<file path="src/rtl/adc_scan_pkg.sv">
package adc_scan_pkg;

    localparam int FRAME_W = 16;
    localparam int CHAN_W  = 4;
    localparam int NUM_CH  = 1 << CHAN_W;

    typedef enum logic [1:0] {
        SQ_IDLE,
        SQ_ISSUE,
        SQ_WAIT,
        SQ_FIN
    } seq_state_t;

    typedef enum logic [1:0] {
        SP_IDLE,
        SP_LOW,
        SP_HIGH,
        SP_GAP
    } spi_state_t;

    // Outgoing command word layout, most significant field first.
    typedef struct packed {
        logic [2:0]        rsv_hi;
        logic              manual_sel;
        logic              prog_en;
        logic [CHAN_W-1:0] chan;
        logic              dbl_range;
        logic [5:0]        rsv_lo;
    } cmd_word_t;

    // Returned word layout: echoed channel above a left-justified sample.
    typedef struct packed {
        logic [CHAN_W-1:0] echo;
        logic [11:0]       body;
    } resp_word_t;

    function automatic logic [FRAME_W-1:0] make_cmd(input logic [CHAN_W-1:0] ch,
                                                    input logic dbl);
        cmd_word_t c;
        c            = '0;
        c.manual_sel = 1'b1;
        c.prog_en    = 1'b1;
        c.chan       = ch;
        c.dbl_range  = dbl;
        return c;
    endfunction

endpackage

</file>
<file path="src/rtl/adc_scan_pick.sv">
module adc_scan_pick #(
    parameter int N  = 16,
    parameter int IW = $clog2(N)
) (
    input  logic [N-1:0]  mask,
    output logic          found,
    output logic [IW-1:0] idx
);
    // below[i] is set when some lower bit of the mask is set.
    logic [N-1:0] below;
    logic [N-1:0] lowest;

    assign below[0] = 1'b0;
    genvar g;
    generate
        for (g = 1; g < N; g++) begin : g_prefix
            assign below[g] = below[g-1] | mask[g-1];
        end
    endgenerate

    assign lowest = mask & ~below;
    assign found  = |mask;

    always_comb begin
        idx = '0;
        for (int i = 0; i < N; i++) begin
            if (lowest[i]) idx = IW'(i);
        end
    end

endmodule

</file>
<file path="src/rtl/adc_scan_spi.sv">
module adc_scan_spi
    import adc_scan_pkg::*;
#(
    parameter int SCLK_HALF = 2,
    parameter int CS_GAP    = 2
) (
    input  logic               clk,
    input  logic               rst,
    input  logic               go,
    input  logic [FRAME_W-1:0] tx_word,
    output logic               sclk,
    output logic               cs_n,
    output logic               mosi,
    input  logic               miso,
    output logic               done,
    output logic [FRAME_W-1:0] rx_word
);
    localparam int CMAX = (SCLK_HALF > CS_GAP) ? SCLK_HALF : CS_GAP;
    localparam int CW   = $clog2(CMAX + 1);
    localparam int BW   = $clog2(FRAME_W);

    spi_state_t         st;
    logic [CW-1:0]      cnt;
    logic [BW-1:0]      bitn;
    logic [FRAME_W-1:0] sr;
    logic [FRAME_W-1:0] rx;

    assign mosi    = ~cs_n & sr[FRAME_W-1];
    assign rx_word = rx;

    always_ff @(posedge clk) begin
        if (rst) begin
            st   <= SP_IDLE;
            cnt  <= '0;
            bitn <= '0;
            sr   <= '0;
            rx   <= '0;
            sclk <= 1'b0;
            cs_n <= 1'b1;
            done <= 1'b0;
        end else begin
            done <= 1'b0;
            case (st)
                SP_IDLE: begin
                    if (go) begin
                        cs_n <= 1'b0;
                        sr   <= tx_word;
                        cnt  <= '0;
                        bitn <= '0;
                        st   <= SP_LOW;
                    end
                end
                SP_LOW: begin
                    if (cnt == CW'(SCLK_HALF - 1)) begin
                        cnt  <= '0;
                        sclk <= 1'b1;
                        rx   <= {rx[FRAME_W-2:0], miso};
                        st   <= SP_HIGH;
                    end else begin
                        cnt <= cnt + 1'b1;
                    end
                end
                SP_HIGH: begin
                    if (cnt == CW'(SCLK_HALF - 1)) begin
                        cnt  <= '0;
                        sclk <= 1'b0;
                        if (bitn == BW'(FRAME_W - 1)) begin
                            cs_n <= 1'b1;
                            st   <= SP_GAP;
                        end else begin
                            bitn <= bitn + 1'b1;
                            sr   <= {sr[FRAME_W-2:0], 1'b0};
                            st   <= SP_LOW;
                        end
                    end else begin
                        cnt <= cnt + 1'b1;
                    end
                end
                default: begin
                    if (cnt == CW'(CS_GAP - 1)) begin
                        cnt  <= '0;
                        done <= 1'b1;
                        st   <= SP_IDLE;
                    end else begin
                        cnt <= cnt + 1'b1;
                    end
                end
            endcase
        end
    end

    p_sclk_idle_r5: assert property (@(posedge clk) disable iff (rst)
        cs_n |-> !sclk);

    p_mosi_hold_r5: assert property (@(posedge clk) disable iff (rst)
        (sclk && $past(sclk)) |-> $stable(mosi));

    p_cs_gap_r5: assert property (@(posedge clk) disable iff (rst)
        $rose(cs_n) |=> cs_n);

endmodule

</file>
<file path="src/rtl/adc_scan_resp.sv">
module adc_scan_resp
    import adc_scan_pkg::*;
#(
    parameter int SAMPLE_W = 12
) (
    input  logic                clk,
    input  logic                rst,
    input  logic                scan_begin,
    input  logic                frame_done,
    input  logic [FRAME_W-1:0]  rx_word,
    input  logic [CHAN_W-1:0]   frame_chan,
    output logic                smp_valid,
    output logic [SAMPLE_W-1:0] smp_data,
    output logic [CHAN_W-1:0]   smp_chan,
    output logic                smp_err
);
    resp_word_t        rw;
    logic [CHAN_W-1:0] hist0;
    logic [CHAN_W-1:0] hist1;
    logic [1:0]        seen;

    assign rw = resp_word_t'(rx_word);

    always_ff @(posedge clk) begin
        if (rst) begin
            hist0     <= '0;
            hist1     <= '0;
            seen      <= '0;
            smp_valid <= 1'b0;
            smp_data  <= '0;
            smp_chan  <= '0;
            smp_err   <= 1'b0;
        end else begin
            smp_valid <= 1'b0;
            if (scan_begin) begin
                seen <= '0;
            end else if (frame_done) begin
                if (seen == 2'd2) begin
                    smp_valid <= 1'b1;
                    smp_chan  <= hist1;
                    smp_data  <= rw.body[11 -: SAMPLE_W];
                    smp_err   <= (rw.echo != hist1);
                end else begin
                    seen <= seen + 1'b1;
                end
                hist1 <= hist0;
                hist0 <= frame_chan;
            end
        end
    end

    p_lag_two_r6: assert property (@(posedge clk) disable iff (rst)
        (frame_done && seen != 2'd2) |=> !smp_valid);

    p_valid_pulse_r6: assert property (@(posedge clk) disable iff (rst)
        smp_valid |=> !smp_valid);

endmodule

</file>
<file path="src/rtl/adc_scan_seq.sv">
module adc_scan_seq
    import adc_scan_pkg::*;
#(
    parameter int SAMPLE_W  = 12,
    parameter int SCLK_HALF = 2,
    parameter int CS_GAP    = 2
) (
    input  logic                clk,
    input  logic                rst,
    input  logic                start,
    input  logic [15:0]         ch_mask,
    input  logic                wide_range,
    output logic                busy,
    output logic                sclk,
    output logic                cs_n,
    output logic                mosi,
    input  logic                miso,
    output logic                smp_valid,
    output logic [SAMPLE_W-1:0] smp_data,
    output logic [3:0]          smp_chan,
    output logic                smp_err
);
    seq_state_t         st;
    logic [NUM_CH-1:0]  pend;
    logic               rng_q;
    logic               single_q;
    logic [1:0]         trail;
    logic [CHAN_W-1:0]  cur_ch;
    logic               found;
    logic [CHAN_W-1:0]  pick_idx;
    logic               scan_begin;
    logic               frame_go;
    logic [FRAME_W-1:0] frame_word;
    logic               frame_done;
    logic [FRAME_W-1:0] frame_rx;

    adc_scan_pick #(.N(NUM_CH), .IW(CHAN_W)) u_pick (
        .mask  (pend),
        .found (found),
        .idx   (pick_idx)
    );

    assign scan_begin = (st == SQ_IDLE) && start && (|ch_mask);
    assign frame_go   = (st == SQ_ISSUE);

    always_comb begin
        if (found)
            frame_word = make_cmd(pick_idx, rng_q);
        else if (single_q && trail == 2'd0)
            frame_word = make_cmd(cur_ch, rng_q);
        else
            frame_word = '0;
    end

    always_ff @(posedge clk) begin
        if (rst) begin
            st       <= SQ_IDLE;
            pend     <= '0;
            rng_q    <= 1'b0;
            single_q <= 1'b0;
            trail    <= '0;
            cur_ch   <= '0;
            busy     <= 1'b0;
        end else begin
            case (st)
                SQ_IDLE: begin
                    if (scan_begin) begin
                        pend     <= ch_mask;
                        rng_q    <= wide_range;
                        single_q <= ($countones(ch_mask) == 1);
                        trail    <= '0;
                        busy     <= 1'b1;
                        st       <= SQ_ISSUE;
                    end
                end
                SQ_ISSUE: begin
                    if (found) begin
                        pend[pick_idx] <= 1'b0;
                        cur_ch         <= pick_idx;
                    end else begin
                        trail <= trail + 1'b1;
                    end
                    st <= SQ_WAIT;
                end
                SQ_WAIT: begin
                    if (frame_done)
                        st <= (trail == 2'd2) ? SQ_FIN : SQ_ISSUE;
                end
                default: begin
                    busy <= 1'b0;
                    st   <= SQ_IDLE;
                end
            endcase
        end
    end

    adc_scan_spi #(.SCLK_HALF(SCLK_HALF), .CS_GAP(CS_GAP)) u_spi (
        .clk     (clk),
        .rst     (rst),
        .go      (frame_go),
        .tx_word (frame_word),
        .sclk    (sclk),
        .cs_n    (cs_n),
        .mosi    (mosi),
        .miso    (miso),
        .done    (frame_done),
        .rx_word (frame_rx)
    );

    adc_scan_resp #(.SAMPLE_W(SAMPLE_W)) u_resp (
        .clk        (clk),
        .rst        (rst),
        .scan_begin (scan_begin),
        .frame_done (frame_done),
        .rx_word    (frame_rx),
        .frame_chan (cur_ch),
        .smp_valid  (smp_valid),
        .smp_data   (smp_data),
        .smp_chan   (smp_chan),
        .smp_err    (smp_err)
    );

    p_valid_in_busy_r8: assert property (@(posedge clk) disable iff (rst)
        smp_valid |-> busy);

    p_idle_no_frame_r9: assert property (@(posedge clk) disable iff (rst)
        !busy |-> cs_n);

    p_ignore_start_r8: assert property (@(posedge clk) disable iff (rst)
        (busy && start && st != SQ_IDLE) |=> $stable(rng_q));

endmodule

</file>
<file path="config.mk">
export PLATFORM = sky130hd
export DESIGN_NAME = adc_scan_seq
export DESIGN_NICKNAME = d
export VERILOG_FILES = /design/src/rtl/adc_scan_pkg.sv /design/src/rtl/adc_scan_pick.sv /design/src/rtl/adc_scan_spi.sv /design/src/rtl/adc_scan_resp.sv /design/src/rtl/adc_scan_seq.sv
export SDC_FILE = /design/constraint.sdc
export NUM_CORES = 1
export LEC_CHECK = 0
export BUFFER_PORTS_ARGS = -buffer_cell sky130_fd_sc_hd__buf_4
export CELL_PAD_IN_SITES_DETAIL_PLACEMENT = 1
export CELL_PAD_IN_SITES_GLOBAL_PLACEMENT = 1
export CORE_ASPECT_RATIO = 0.9
export CORE_MARGIN = 2
export CORE_UTILIZATION = 35
export CTS_CLUSTER_DIAMETER = 200
export DETAILED_ROUTE_END_ITERATION = 10
export GPL_TIMING_DRIVEN = 0
export HOLD_SLACK_MARGIN = 0.08
export PLACE_DENSITY = 0.69
export SLEW_MARGIN = 20
export SYNTH_ARGS = -nofsm -noshare
export SYNTH_HDL_FRONTEND = slang
export SYNTH_HIERARCHICAL = 1
export SYNTH_SLANG_ARGS = --single-unit
export TNS_END_PERCENT = 30
</file>
<file path="constraint.sdc">
create_clock -name clk -period 6.38 [get_ports clk]
set_input_delay 1.276 -clock clk [delete_from_list [all_inputs] [get_ports clk]]
set_output_delay 1.276 -clock clk [all_outputs]
set_load 0.005 [all_outputs]
</file>
; ---- Word level (Yosys, flattened, before mapping)
; Index checks and enable logic that the tools add are counted.
[word_totals]
ramBits = 0
latchBits = 0
n_memories = 0
wordCells = 174
ff_bits = 98
out_inout_bits = 22
mem_bits_ro = 0
[op_classes]
add_sub_neg = 19
bitwise = 24
n_mux = 57
n_eq_ne = 19
multipliers = 0
n_div = 0
shifts = 0
reduce_logical = 31
magnitude_cmp = 2
[ops]
columns = op, n
row1 = $mux W16, 5
row2 = $mux W4, 17
row3 = $pmux W16 S2, 2
row4 = $and A16 B16 Y16, 2
row5 = $not A16 Y16, 2
row6 = $reduce_or A16 Y1, 2
row7 = $mux W13, 2
row8 = $mux W2, 13
row9 = $add A1 B1 Y2, 8
row10 = $or A1 B1 Y1, 14
row11 = $reduce_and A2 Y1, 7
row12 = $add A2 B2 Y3, 4
row13 = $pmux W2 S3, 2
row14 = $reduce_and A3 Y1, 4
row15 = $reduce_and A4 Y1, 3
row16 = $mux W1, 10
row17 = $ne A2 B2 Y1 const B, 5
row18 = $add A3 B3 Y4, 2
row19 = $eq A2 B2 Y1 const B, 4
row20 = $ne A2 B1 Y1 const B, 4
row21 = $pmux W4 S2, 1
row22 = $reduce_bool A2 Y1, 4
row23 = $add A2 B1 Y2 const B, 3
row24 = $eq A2 B1 Y1 const B, 3
row25 = 17 further kinds, 29

; ---- Logic depth before layout (Yosys ltp)
; Gate-level depths: netlist of the first run.
[logic_depth]
ltp_word = 39
ltp_mapped = 13
depth_no_buf = 13

; ---- By module
; Netlist of the first run, hierarchy kept.
[modules_own_cells]
columns = mod, area_per_inst_um2, cells_per_inst, instances, seq_area_each_um2
row1 = adc_scan_seq, 1973.1, 242, 1, 540.5
row2 = adc_scan_spi, 1838.0, 214, 1, 860.8
row3 = adc_scan_resp, 1069.8, 127, 1, 560.5
row4 = adc_scan_pick, 234.0, 33, 1, 0.0

; ---- Least setup slack after synthesis of the first run
; OpenSTA, ideal clock, no wires.
[synth_path]
path_type = input to register
from = input ch_mask[5]
to = register single_q
slack_ns = 1.819
t_arrival_ns = 4.490
setup_ns = 0.072
path_stages = 13
path_cell_list = inv_1 -> fa_1 -> inv_1 -> fa_1 -> fa_1 -> inv_1 -> fa_1 -> inv_1 -> ha_1 -> fa_1 -> nor4b_1 -> o211ai_1 -> mux2i_1
[synth_via]
elab_chain_len = 5
elab_cells_between_ends = 8
cone_classes = add/sub: 4 / eq/ne: 1 / reduce/logical: 3
[synth_rtl]
columns = item, line
row1 = from (decl), adc_scan_seq.sv:11  ; input logic [15:0] ch_mask,
row2 = $add A1 B1 Y2 (implied by the code), adc_scan_seq.sv:70  ; single_q <= ($countones(ch_mask) == 1);
row3 = $add A2 B2 Y3 (implied by the code), adc_scan_seq.sv:70
row4 = $add A3 B3 Y4 (implied by the code), adc_scan_seq.sv:70
row5 = $add A4 B4 Y5 (implied by the code), adc_scan_seq.sv:70
row6 = $eq A5 B1 Y1, adc_scan_seq.sv:70
row7 = to (signal assigned), adc_scan_seq.sv:70
row8 = to (decl), adc_scan_seq.sv:26  ; logic single_q;
; Parallel ways exist; a longest one is shown, timed or not.
; A chain may end at the register's enable or synchronous reset.

; ---- Worst setup path after layout of the first run
; Ends and elaborated chain as after synthesis.

==> results of run 1 <==
[layout make-up]
| cell class | count | area, um^2 | share of cell area (%) |
|---|---|---|---|
| plain buffers | 40 | 225 | 3.78 |
| inverters | 38 | 143 | 2.39 |
| well taps | 193 | 241 | 4.05 |
| clock inverters | 3 | 17.5 | 0.294 |
| clock buffers | 12 | 236 | 3.97 |
| flip-flops and latches | 98 | 1960 | 32.9 |
| multi-input cells | 448 | 2820 | 47.3 |
| repair buffers | 42 | 315 | 5.29 |
[cell usage in the layout (no fill, tap or decap), drive strengths merged, types with 2 or more instances in the layout]
cell type / count
and3b: 4
a31oi: 7
nand2: 144
ha: 14
mux2i: 6
nand2b: 11
nand3b: 3
buf: 59
a21oi: 74
nor2: 35
xor2: 4
or4: 2
nand3: 2
inv: 37
dfxtp: 98
o21ai: 25
a211oi: 4
conb: 9
fa: 10
o211ai: 2
nor3: 4
nor2b: 7
nor4: 8
and3: 4
and2b: 2
o31ai: 2
nand4: 2
nor3b: 3
a311oi: 16
and2: 2
a41oi: 2
clkbuf: 35
clkinv: 3
a32oi: 16
[registers in the layout, indices dropped and copies added, names as in the netlist, 2 cells and up]
name and flops:
cur_ch 4, pend 16, st 2, trail 2, u_resp/hist0 4, u_resp/hist1 4
u_resp/seen 2, u_resp/smp_chan 4, u_resp/smp_data 12, u_spi/bitn 4, u_spi/cnt 2, u_spi/rx_word 16
u_spi/sr 16, u_spi/st 2
[where the power goes]
part           internal (mW)  switching (mW)
clock network          0.262           0.232
logic                  0.189           0.285
registers              0.651          0.0392
[kinds of logic (layout without fill, tap and decap cells)]
group | count (synthesis) | count (layout) | synth area share (%)
xor+xnor | 5 | 5 | 0.856
compound gates | 161 | 161 | 21.8
flops | 98 | 98 | 38.4
buf+inv | 78 | 135 | 7.19
simple gates | 243 | 243 | 23.2
mux | 6 | 6 | 1.17
fa+ha+maj | 24 | 24 | 7.34
other cells | 1 | 9 | 0.0733
[worst max-delay path by stage]
stage                start        to  slack (ns)  cells past startpoint
6_report        ch_mask[5]  single_q        1.84                     14
2_1_floorplan   ch_mask[5]  single_q        1.82                     13
5_1_grt         ch_mask[5]  single_q        1.61                     14
4_1_cts         ch_mask[5]  single_q        1.85                     14
3_5_place_dp    ch_mask[5]  single_q        1.48                     14
3_3_place_gp   ch_mask[11]  single_q        1.57                     14
[stage by stage]
step,util (%),hold WS [ns],instances
2_1_floorplan,-,0.432,624
3_3_place_gp,40.3,0.444,859
3_5_place_dp,40.3,0.448,859
4_1_cts,42.1,0.460,874
5_1_grt,42.1,0.479,874
6_report,42.1,0.458,874
[worst max-delay path, stage by stage]
cell and delay [ns]:
sky130_fd_sc_hd__buf_4 0.10, sky130_fd_sc_hd__inv_1 0.05, sky130_fd_sc_hd__fa_1 0.54, sky130_fd_sc_hd__inv_1 0.06
sky130_fd_sc_hd__fa_1 0.46, sky130_fd_sc_hd__fa_1 0.52, sky130_fd_sc_hd__inv_1 0.05, sky130_fd_sc_hd__fa_1 0.47
sky130_fd_sc_hd__inv_1 0.04, sky130_fd_sc_hd__ha_1 0.20, sky130_fd_sc_hd__fa_1 0.44, sky130_fd_sc_hd__nor4b_1 0.32
sky130_fd_sc_hd__o211ai_1 0.14, sky130_fd_sc_hd__mux2i_1 0.15
[per-layer routing]
metal  track usage (%)  up-vias  routed length [um]  part of all wire (%)
li1                  -     2240                   -                     -
met5                 0        -                   0                     0
met1              24.3     2192                6840                    49
met4              4.01        0                 140                   1.0
met2              30.0       52                6450                    46
met3              4.68       12                 465                   3.3
==> load_flow_metrics.sql, run 1 <==
INSERT INTO impl_metrics (metric_group, metric, value, unit) VALUES
('run_status', 'run_status', 'finished clean', ''),
('finish', 'finalNetCount', '722', ''),
('finish', 'insertedDiodeCount', '0', ''),
('detailed_routing', 'avgRoutedWirePerCell', '15.9', 'um'),
('hold_path', 'holdPathEnd', 'u_resp/smp_data[5]', ''),
('die', 'placementRows', '41', ''),
('cts', 'insertion_delay', '0.34', 'ns'),
('timing', 'timing.final.max_slew_violations', '0', ''),
('synth', 'synthDominantAreaCellType', 'sky130_fd_sc_hd__dfxtp_1', ''),
('cts', 'path_clk_slew', '0.07', 'ns'),
('finish', 'design_area', '5960', 'um^2'),
('cts', 'cts_setup_buffers', '0', ''),
('synth', 'synth_edf_count', '0', ''),
('power', 'power.density_cell_area', '278', 'nW/um^2'),
('cts', 'post_cts_hold_buffer_count', '0', ''),
('hold_path', 'min_path_type', 'register to register', ''),
('detailed_routing', 'vias', '4496', ''),
('timing', 'layout_min_cycle_time', '4.54', 'ns'),
('worst_setup_path', 'critical_path.endpoint_type', 'register', ''),
('worst_setup_path', 'critical_path.max_fanout', '3', ''),
('worst_setup_path', 'cp-start-kind', 'primary input', ''),
('timing', 'final_count_of_negative_setup_slack_endpoints', '0', ''),
('synth', 'yosys_register_bits', '98', ''),
('die', 'boundaryPins', '43', ''),
('timing', 'final.setup.tns', '0', 'ns'),
('cts', 'cts_buffers', '9', ''),
('global_routing', 'grt_pass1_vias', '4597', ''),
('placement', 'dp_hpwl', '10.5', 'mm'),
('flow_run', 'maxCapViolCount', '0', ''),
('detailed_routing', 'route.detailed.drc', '0', ''),
('die', 'fp.dieH', '119', 'um'),
('power', 'static-leakage-power', '2.34', 'nW'),
('timing', 'skew', '0.00653', 'ns'),
('worst_setup_path', 'reg2reg_slack', '3.45', 'ns'),
('global_routing', 'grt_first_pass_wirelength', '23.2', 'mm'),
('worst_setup_path', 'critPathArrivalTime', '4.82', 'ns'),
('worst_setup_path', 'worst_r2r_dst', 'pend[5]', ''),
('placement', 'dp_slack', '1.48', 'ns'),
('worst_setup_path', 'timing.setup.critical_path_class', 'primary input to register', ''),
('worst_setup_path', 'reg_to_reg_start', 'pend[1]', ''),
('synth', 'most_instantiated_flip_flop_cell_in_the_synthesis_netlist', 'sky130_fd_sc_hd__dfxtp_1', ''),
('die', 'die_w', '131', 'um'),
('global_routing', 'grtUsageTotal', '18.3', '%'),
('placement', 'placed_area', '5700', 'um^2'),
('synth', 'synth_cell_types', '74', ''),
('cts', 'cts_tree', 'built', ''),
('die', 'floorplan.die_area', '15600', 'um^2'),
('timing', 'final.setup.worst_slack', '1.84', 'ns'),
('synth', 'yosysMostFrequentCell', 'sky130_fd_sc_hd__nand2_1', ''),
('finish', 'drive_gt1_share', '15.3', '%'),
('synth', 'synth_cells', '616', ''),
('detailed_routing', 'drt_pre_antenna_iters', '4', ''),
('power', 'power.ir.vdd_worst', '0.155', 'mV'),
('timing', 'period_share', '71.2', '%'),
('cts', 'cts-root-buf', 'sky130_fd_sc_hd__clkbuf_16', ''),
('timing', 'slew_headroom', '48.7', '%'),
('synth', 'synth_area_leaders', 'sky130_fd_sc_hd__dfxtp_1, sky130_fd_sc_hd__nand2_1, sky130_fd_sc_hd__a21oi_1', ''),
('synth', 'synth_sequential_area_ratio', '38.4', '%'),
('die', 'floorplan.initialDensity', '36.1', '%'),
('hold_path', 'min_delay_path_depth', '2', ''),
('synth', 'async_reset_ff_share', '0', '%'),
('detailed_routing', 'vias_per_cell', '5.14', ''),
('timing', 'tightestPinTransition', '0.762', 'ns'),
('timing', 'timing_hold_violations_final', '0', ''),
('finish', 'filler_cell_count', '1758', ''),
('synth', 'postSynthAreaPerCell', '8.30', 'um^2'),
('cts', 'postCtsResizedCells', '0', ''),
('die', 'design.core.area', '14200', 'um^2'),
('worst_setup_path', 'rr_worst_depth', '10', ''),
('timing', 'fmax', '220', 'MHz'),
('detailed_routing', 'route.final.wire_length', '13.9', 'mm');
No activity file was read; power rests on OpenSTA's default activity.
==> run 2: changes to the inputs <==
Settings changed: PLACE_DENSITY 0.69 to 0.72.
Clock period 6.38 ns to 3.8 ns, I/O delays scaled along.
==> run 2 against run 1 <==
  * The flow now finishes with violations (negative setup slack)
  * Wire length rose by 1.2%
  * Register-to-register slack got worse by 2.6 ns
  * Global-route usage rose by 0.27 points
  * Largest power group unchanged
  * Non-clock buffer count did not move
  * Largest cell class unchanged
  * Cell area rose by 1.4%
  * First-iteration DRC count fell by 0.42%
==> load_flow_metrics.sql, run 2 (synthesized netlist as in run 1, its figures left out) <==
INSERT INTO impl_metrics (metric_group, metric, value, unit) VALUES
('detailed_routing', 'drt_pre_antenna_iters', '4', ''),
('timing', 'fmax', '253', 'MHz'),
('die', 'boundaryPins', '43', ''),
('global_routing', 'grtUsageTotal', '18.6', '%'),
('timing', 'skew', '0.00722', 'ns'),
('global_routing', 'grt_pass1_vias', '4700', ''),
('timing', 'final_count_of_negative_setup_slack_endpoints', '1', ''),
('global_routing', 'grt_overflow_total', '0', ''),
('flow_run', 'maxCapViolCount', '0', ''),
('cts', 'path_clk_slew', '0.07', 'ns'),
('cts', 'cts_tree', 'built', ''),
('timing', 'period_share', '104', '%'),
('finish', 'finalNetCount', '722', ''),
('finish', 'drive_gt1_share', '16.6', '%'),
('timing', 'timing.final.max_slew_violations', '0', ''),
('worst_setup_path', 'critPathArrivalTime', '4.22', 'ns'),
('timing', 'grt_setup_unrepaired', 'yes', ''),
('finish', 'layout-area-overhead-vs-synth', '18.1', '%'),
('global_routing', 'maximum_number_of_pins_on_one_net_before_global_route_repair', '17', ''),
('worst_setup_path', 'crit_required', '4.07', 'ns'),
('placement', 'dp_hpwl', '10.6', 'mm'),
('power', 'static-leakage-power', '2.37', 'nW'),
('timing', 'tightestPinTransition', '0.730', 'ns'),
('cts', 'insertion_delay', '0.35', 'ns'),
('detailed_routing', 'antenna_left', '0', ''),
('detailed_routing', 'route.detailed.drc', '0', ''),
('power', 'finalPower', '2.96', 'mW'),
('die', 'placementRows', '41', ''),
('timing', 'final.setup.worst_slack', '-0.152', 'ns'),
('placement', 'placed_cells', '859', ''),
('finish', 'layout.cells.most_common', 'sky130_fd_sc_hd__nand2_1', ''),
('global_routing', 'grt_first_pass_wirelength', '23.7', 'mm'),
('detailed_routing', 'vias', '4533', ''),
('detailed_routing', 'avgRoutedWirePerCell', '16.1', 'um'),
('cts', 'buffers_from_clock_root_to_sink_at_most', '2', ''),
('cts', 'cts_buffers', '9', ''),
('run_status', 'run_status', 'finished with violations', ''),
('die', 'fp.dieH', '119', 'um'),
('finish', 'design_area', '6040', 'um^2'),
('finish', 'insertedDiodeCount', '0', ''),
('cts', 'cts_setup_buffers', '0', ''),
('power', 'power.ir.vdd_worst', '0.209', 'mV'),
('detailed_routing', 'drt_iter0_drc', '236', ''),
('global_routing', 'grt_antenna_before_repair', '0', ''),
('cts', 'clock_tree.htree_level_count', '3', ''),
('worst_setup_path', 'timing.setup.critical_path_class', 'primary input to register', ''),
('placement', 'gpl.final_weighted_congestion', '0.858', ''),
('cts', 'post_cts_hold_buffer_count', '0', ''),
('timing', 'slew_headroom', '51.3', '%'),
('cts', 'cts-root-buf', 'sky130_fd_sc_hd__clkbuf_16', ''),
('run_status', 'violations_in_the_final_reports', 'negative setup slack', ''),
('worst_setup_path', 'cp-start-kind', 'primary input', ''),
('detailed_routing', 'route.final.wire_length', '14.1', 'mm'),
('finish', 'final-instance-count-excl-fill', '874', ''),
('placement', 'placed_area', '5710', 'um^2'),
('detailed_routing', 'vias_per_cell', '5.19', ''),
('die', 'design.core.area', '14200', 'um^2'),
('timing', 'final.setup.tns', '-0.152', 'ns'),
('die', 'floorplan.die_area', '15600', 'um^2'),
('placement', 'port-buffer-count', '42', ''),
('finish', 'leading_cell_types_in_the_layout_fill_and_taps_excluded', 'sky130_fd_sc_hd__nand2_1, sky130_fd_sc_hd__dfxtp_1, sky130_fd_sc_hd__a21oi_1', ''),
('hold_path', 'min_path_type', 'register to register', ''),
('cts', 'clkSinkCount', '98', ''),
('worst_setup_path', 'critical_path.max_fanout', '3', ''),
('timing', 'layout_min_cycle_time', '3.95', 'ns'),
('worst_setup_path', 'critical_path.endpoint_type', 'register', ''),
('die', 'floorplan.initialDensity', '36.1', '%'),
('timing', 'timing_hold_violations_final', '0', ''),
('die', 'die_w', '131', 'um'),
('power', 'power.density_cell_area', '490', 'nW/um^2');
==> run 2: cell types whose count changed in the layout (fill, tap and decap cells not counted), moves of 2 or more <==
| cell | previous run | this run |
|---|---|---|
| sky130_fd_sc_hd__buf_4 | 44 | 41 |
| sky130_fd_sc_hd__buf_6 | 6 | 8 |
| sky130_fd_sc_hd__bufinv_16 | 0 | 2 |
| sky130_fd_sc_hd__clkbuf_1 | 25 | 22 |
| sky130_fd_sc_hd__inv_1 | 37 | 33 |
| sky130_fd_sc_hd__inv_2 | 0 | 4 |
| sky130_fd_sc_hd__inv_6 | 0 | 2 |
==> run 2: worst paths after layout <==
path | end | cells past startpoint | from | slack [ns]
setup / recovery | single_q | 14 | ch_mask[15] | -0.15
hold / removal | u_resp/hist1[3] | 2 | u_resp/hist0[3] | 0.46
setup reg to reg | pend[3] | 10 | pend[1] | 0.81
hold reg to reg | u_resp/hist1[3] | 2 | u_resp/hist0[3] | 0.46
==> run 2: per-stage QoR <==
stage,utilization (%),setup WS (ns),hold WS [ns]
final,42.7,-0.152,0.456
after global routing,42.7,-0.277,0.480
after CTS,42.7,-0.156,0.463
after detailed placement,40.3,-0.582,0.450
after global placement,40.3,-0.448,0.443
after floorplan,-,-0.225,0.432
==> run 2: metal layers <==
| layer | share of wire, % | vias to the layer above | track usage [%] |
|---|---|---|---|
| li1 | - | 2240 | - |
| met1 | 48 | 2244 | 23.8 |
| met2 | 49 | 38 | 32.4 |
| met3 | 2.1 | 11 | 3.60 |
| met4 | 0.95 | 0 | 4.01 |
| met5 | 0 | - | 0 |
==> run 2: critical path: stages <==
cell,delay [ns]
sky130_fd_sc_hd__buf_8,0.11
sky130_fd_sc_hd__fa_1,0.53
sky130_fd_sc_hd__inv_1,0.05
sky130_fd_sc_hd__fa_1,0.49
sky130_fd_sc_hd__inv_2,0.04
sky130_fd_sc_hd__fa_1,0.49
sky130_fd_sc_hd__inv_1,0.05
sky130_fd_sc_hd__fa_1,0.47
sky130_fd_sc_hd__inv_1,0.04
sky130_fd_sc_hd__ha_2,0.17
sky130_fd_sc_hd__fa_1,0.46
sky130_fd_sc_hd__nor4b_2,0.28
sky130_fd_sc_hd__o211ai_1,0.13
sky130_fd_sc_hd__mux2i_1,0.15
==> run 2: layout make-up <==
cell class                 instances  area [um^2]
buffer                            40          225
clock buffer                       9          225
clock inverter                     6         90.1
fill                            1741         8120
inverter                          38          143
multi-input combinational        448         2820
sequential                        98         1960
tap                              193          241
timing repair buffer              42          330
==> run 2: timing repair <==
item | in CTS | in global routing
gates resized for setup | 8 | 1
setup endpoints to repair | 1 | 1
endpoints found under the hold margin | 0 | 0
pin swaps | 7 | 4
cloned | 0 | 0
==> run 2: power by group <==
part	switching, mW	internal [mW]	total [mW]
Clock	0.405	0.577	0.982
Sequential	0.0683	1.09	1.16
Combinational	0.488	0.327	0.815
Total	0.962	2.00	2.96
==> run 3: changes to the inputs <==
Settings changed: CORE_ASPECT_RATIO 0.9 to 1.75.
==> run 3 against run 2 <==
  * The run still ends with negative setup slack left
  * Global-route usage is 0.46 points higher
  * Sequential power about the same
  * Sequential cell count did not move
  * Clock skew increased by 0.0064 ns
  * Die area grew 0.24%
  * Utilization decreased by 0.71 points
  * Fmax rose by 2.0%
  * Cell area shrank 0.21%
  * Critical path type unchanged
  * Largest cell class unchanged
  * Highest routed layer unchanged
==> load_flow_metrics.sql, run 3 (synthesized netlist as in run 1, its figures left out) <==
INSERT INTO impl_metrics (metric_group, metric, value, unit) VALUES
('run_status', 'run_status', 'finished with violations', ''),
('run_status', 'violations_in_the_final_reports', 'negative setup slack', ''),
('worst_setup_path', 'worst_r2r_dst', 'pend[7]', ''),
('worst_setup_path', 'critPathArrivalTime', '4.16', 'ns'),
('worst_setup_path', 'cp-start-kind', 'primary input', ''),
('global_routing', 'grt_antenna_before_repair', '0', ''),
('detailed_routing', 'drt_iter0_drc', '100', ''),
('power', 'seq_power_share', '39.4', '%'),
('timing', 'timing.hold.ws', '0.454', 'ns'),
('worst_setup_path', 'critical_path.endpoint_type', 'register', ''),
('finish', 'layout.cells.most_common', 'sky130_fd_sc_hd__nand2_1', ''),
('timing', 'timing_hold_violations_final', '0', ''),
('die', 'placementRows', '58', ''),
('flow_run', 'maxCapViolCount', '0', ''),
('timing', 'timing.final.max_slew_violations', '0', ''),
('power', 'power.combinational.fraction', '27.5', '%'),
('power', 'p_sw_share', '34.1', '%'),
('cts', 'clkSinkCount', '98', ''),
('worst_setup_path', 'reg2reg_slack', '0.76', 'ns'),
('placement', 'dp_slack', '-0.531', 'ns'),
('timing', 'slew_headroom', '53.9', '%'),
('cts', 'cts_buffers', '9', ''),
('finish', 'insertedDiodeCount', '0', ''),
('global_routing', 'grt_pass1_vias', '4902', ''),
('detailed_routing', 'drt_pre_antenna_iters', '4', ''),
('placement', 'port-buffer-count', '42', ''),
('finish', 'finalNetCount', '722', ''),
('die', 'floorplan.initialDensity', '35.6', '%'),
('worst_setup_path', 'startpoint', 'ch_mask[11]', ''),
('finish', 'filler_cell_count', '1717', ''),
('hold_path', 'min_path_type', 'register to register', ''),
('power', 'power.density_cell_area', '489', 'nW/um^2'),
('cts', 'buffers_from_clock_root_to_sink_at_most', '2', ''),
('power', 'static-leakage-power', '2.37', 'nW'),
('detailed_routing', 'route.detailed.drc', '0', ''),
('die', 'die_w', '95.4', 'um'),
('timing', 'final.setup.tns', '-0.0737', 'ns'),
('timing', 'final.setup.worst_slack', '-0.0737', 'ns'),
('worst_setup_path', 'crit_required', '4.08', 'ns'),
('power', 'power.clock.fraction', '33.1', '%'),
('detailed_routing', 'vias_per_cell', '5.31', ''),
('cts', 'clock_tree.htree_level_count', '3', ''),
('finish', 'leading_cell_types_in_the_layout_fill_and_taps_excluded', 'sky130_fd_sc_hd__nand2_1, sky130_fd_sc_hd__dfxtp_1, sky130_fd_sc_hd__a21oi_1', ''),
('power', 'total_switching_power', '1.00', 'mW'),
('power', 'power.ir.vdd_worst', '0.211', 'mV'),
('cts', 'path_clk_slew', '0.08', 'ns'),
('global_routing', 'maximum_number_of_pins_on_one_net_before_global_route_repair', '20', ''),
('finish', 'drive_gt1_share', '16.4', '%'),
('cts', 'cts-root-buf', 'sky130_fd_sc_hd__clkbuf_16', ''),
('finish', 'layout-area-overhead-vs-synth', '17.9', '%'),
('cts', 'insertion_delay', '0.35', 'ns'),
('detailed_routing', 'avgRoutedWirePerCell', '16.4', 'um'),
('finish', 'final-instance-count-excl-fill', '862', ''),
('detailed_routing', 'route.final.wire_length', '14.2', 'mm'),
('global_routing', 'grtUsageTotal', '19.0', '%'),
('worst_setup_path', 'rr_worst_depth', '10', ''),
('global_routing', 'grt_first_pass_wirelength', '23.3', 'mm'),
('placement', 'placed_cells', '846', ''),
('cts', 'post_cts_hold_buffer_count', '0', ''),
('timing', 'tightestPinTransition', '0.691', 'ns'),
('cts', 'cts_tree', 'built', ''),
('timing', 'period_share', '102', '%'),
('hold_path', 'holdPathEnd', 'u_resp/hist1[1]', ''),
('detailed_routing', 'vias', '4578', ''),
('global_routing', 'grt_overflow_total', '0', ''),
('timing', 'fmax', '258', 'MHz'),
('hold_path', 'min_delay_path_depth', '2', ''),
('timing', 'grt_setup_unrepaired', 'yes', ''),
('placement', 'dp_hpwl', '11.0', 'mm'),
('timing', 'skew', '0.0136', 'ns'),
('detailed_routing', 'antenna_left', '0', ''),
('power', 'finalPower', '2.95', 'mW'),
('worst_setup_path', 'reg_to_reg_start', 'pend[1]', ''),
('hold_path', 'worstHoldStart', 'u_resp/hist0[1]', ''),
('timing', 'final_count_of_negative_setup_slack_endpoints', '1', ''),
('die', 'design.core.area', '14400', 'um^2'),
('power', 'internal-power', '1.94', 'mW'),
('die', 'boundaryPins', '43', ''),
('die', 'floorplan.die_area', '15600', 'um^2'),
('placement', 'gpl.final_weighted_congestion', '0.833', ''),
('die', 'fp.dieH', '164', 'um'),
('timing', 'layout_min_cycle_time', '3.87', 'ns'),
('worst_setup_path', 'timing.setup.critical_path_class', 'primary input to register', ''),
('worst_setup_path', 'critical_path.max_fanout', '3', '');
## run 3: cell types whose count changed in the layout (fill, tap and decap cells not counted), sizes merged
cell / change
bufinv: -1
inv: +2
## run 3: final cells by class
type	count	area, um^2	area share [%]
Inverter	38	143	2.37
Clock buffer	9	225	3.74
Multi-Input combinational cell	448	2820	46.8
Buffer	40	225	3.74
Clock inverter	7	93.8	1.56
Tap cell	180	225	3.74
Timing Repair Buffer	42	330	5.48
Sequential cell	98	1960	32.5
## run 3: worst max-delay path by stage
stage,end,cells after the start
detailed placement,single_q,14
global route,single_q,14
finish,single_q,14
floorplan,single_q,13
CTS,single_q,14
global placement,single_q,14
## run 3: per-stage QoR
stage	utilization, %	cell area (um^2)
after CTS	41.9	6020
final	42.0	6030
after floorplan	-	5150
after global routing	42.0	6030
after detailed placement	39.6	5690
after global placement	39.6	5690
## run 3: what timing repair did
action                                 in CTS  in global routing
pin swaps                                   2                  2
buffers inserted                            0                  0
resized for setup                           2                  5
setup endpoints to repair                   1                  1
endpoints found under the hold margin       0                  0
## run 3: worst max-delay path, cell delays in order
cell and delay [ns]:
sky130_fd_sc_hd__buf_8 0.10, sky130_fd_sc_hd__fa_1 0.53, sky130_fd_sc_hd__inv_1 0.05, sky130_fd_sc_hd__fa_1 0.48, sky130_fd_sc_hd__inv_1 0.05, sky130_fd_sc_hd__fa_1 0.48
sky130_fd_sc_hd__inv_1 0.05, sky130_fd_sc_hd__fa_1 0.47, sky130_fd_sc_hd__inv_1 0.05, sky130_fd_sc_hd__ha_2 0.18, sky130_fd_sc_hd__fa_1 0.44, sky130_fd_sc_hd__nor4b_2 0.25
sky130_fd_sc_hd__o211ai_1 0.14, sky130_fd_sc_hd__mux2i_1 0.14
## run 3: routing by layer
metal	vias up	wire length, um	share of wire [%]	GRT usage, %
met5	-	0	0	0
met4	0	414	2.9	6.95
met1	2227	5130	36	18.7
met3	27	358	2.5	3.21
li1	2240	-	-	-
met2	84	8260	58	38.2
## run 3: power by group through the flow
stage / Sequential, mW / Clock, mW / Combinational (mW)
final: 1.16 / 0.975 / 0.811
after global routing: 1.17 / 1.05 / 0.911
after CTS: 1.16 / 1.00 / 0.820
after detailed placement: 1.19 / 0 / 0.815
after global placement: 1.18 / 0 / 0.774
after floorplan: 1.16 / 0 / 0.598
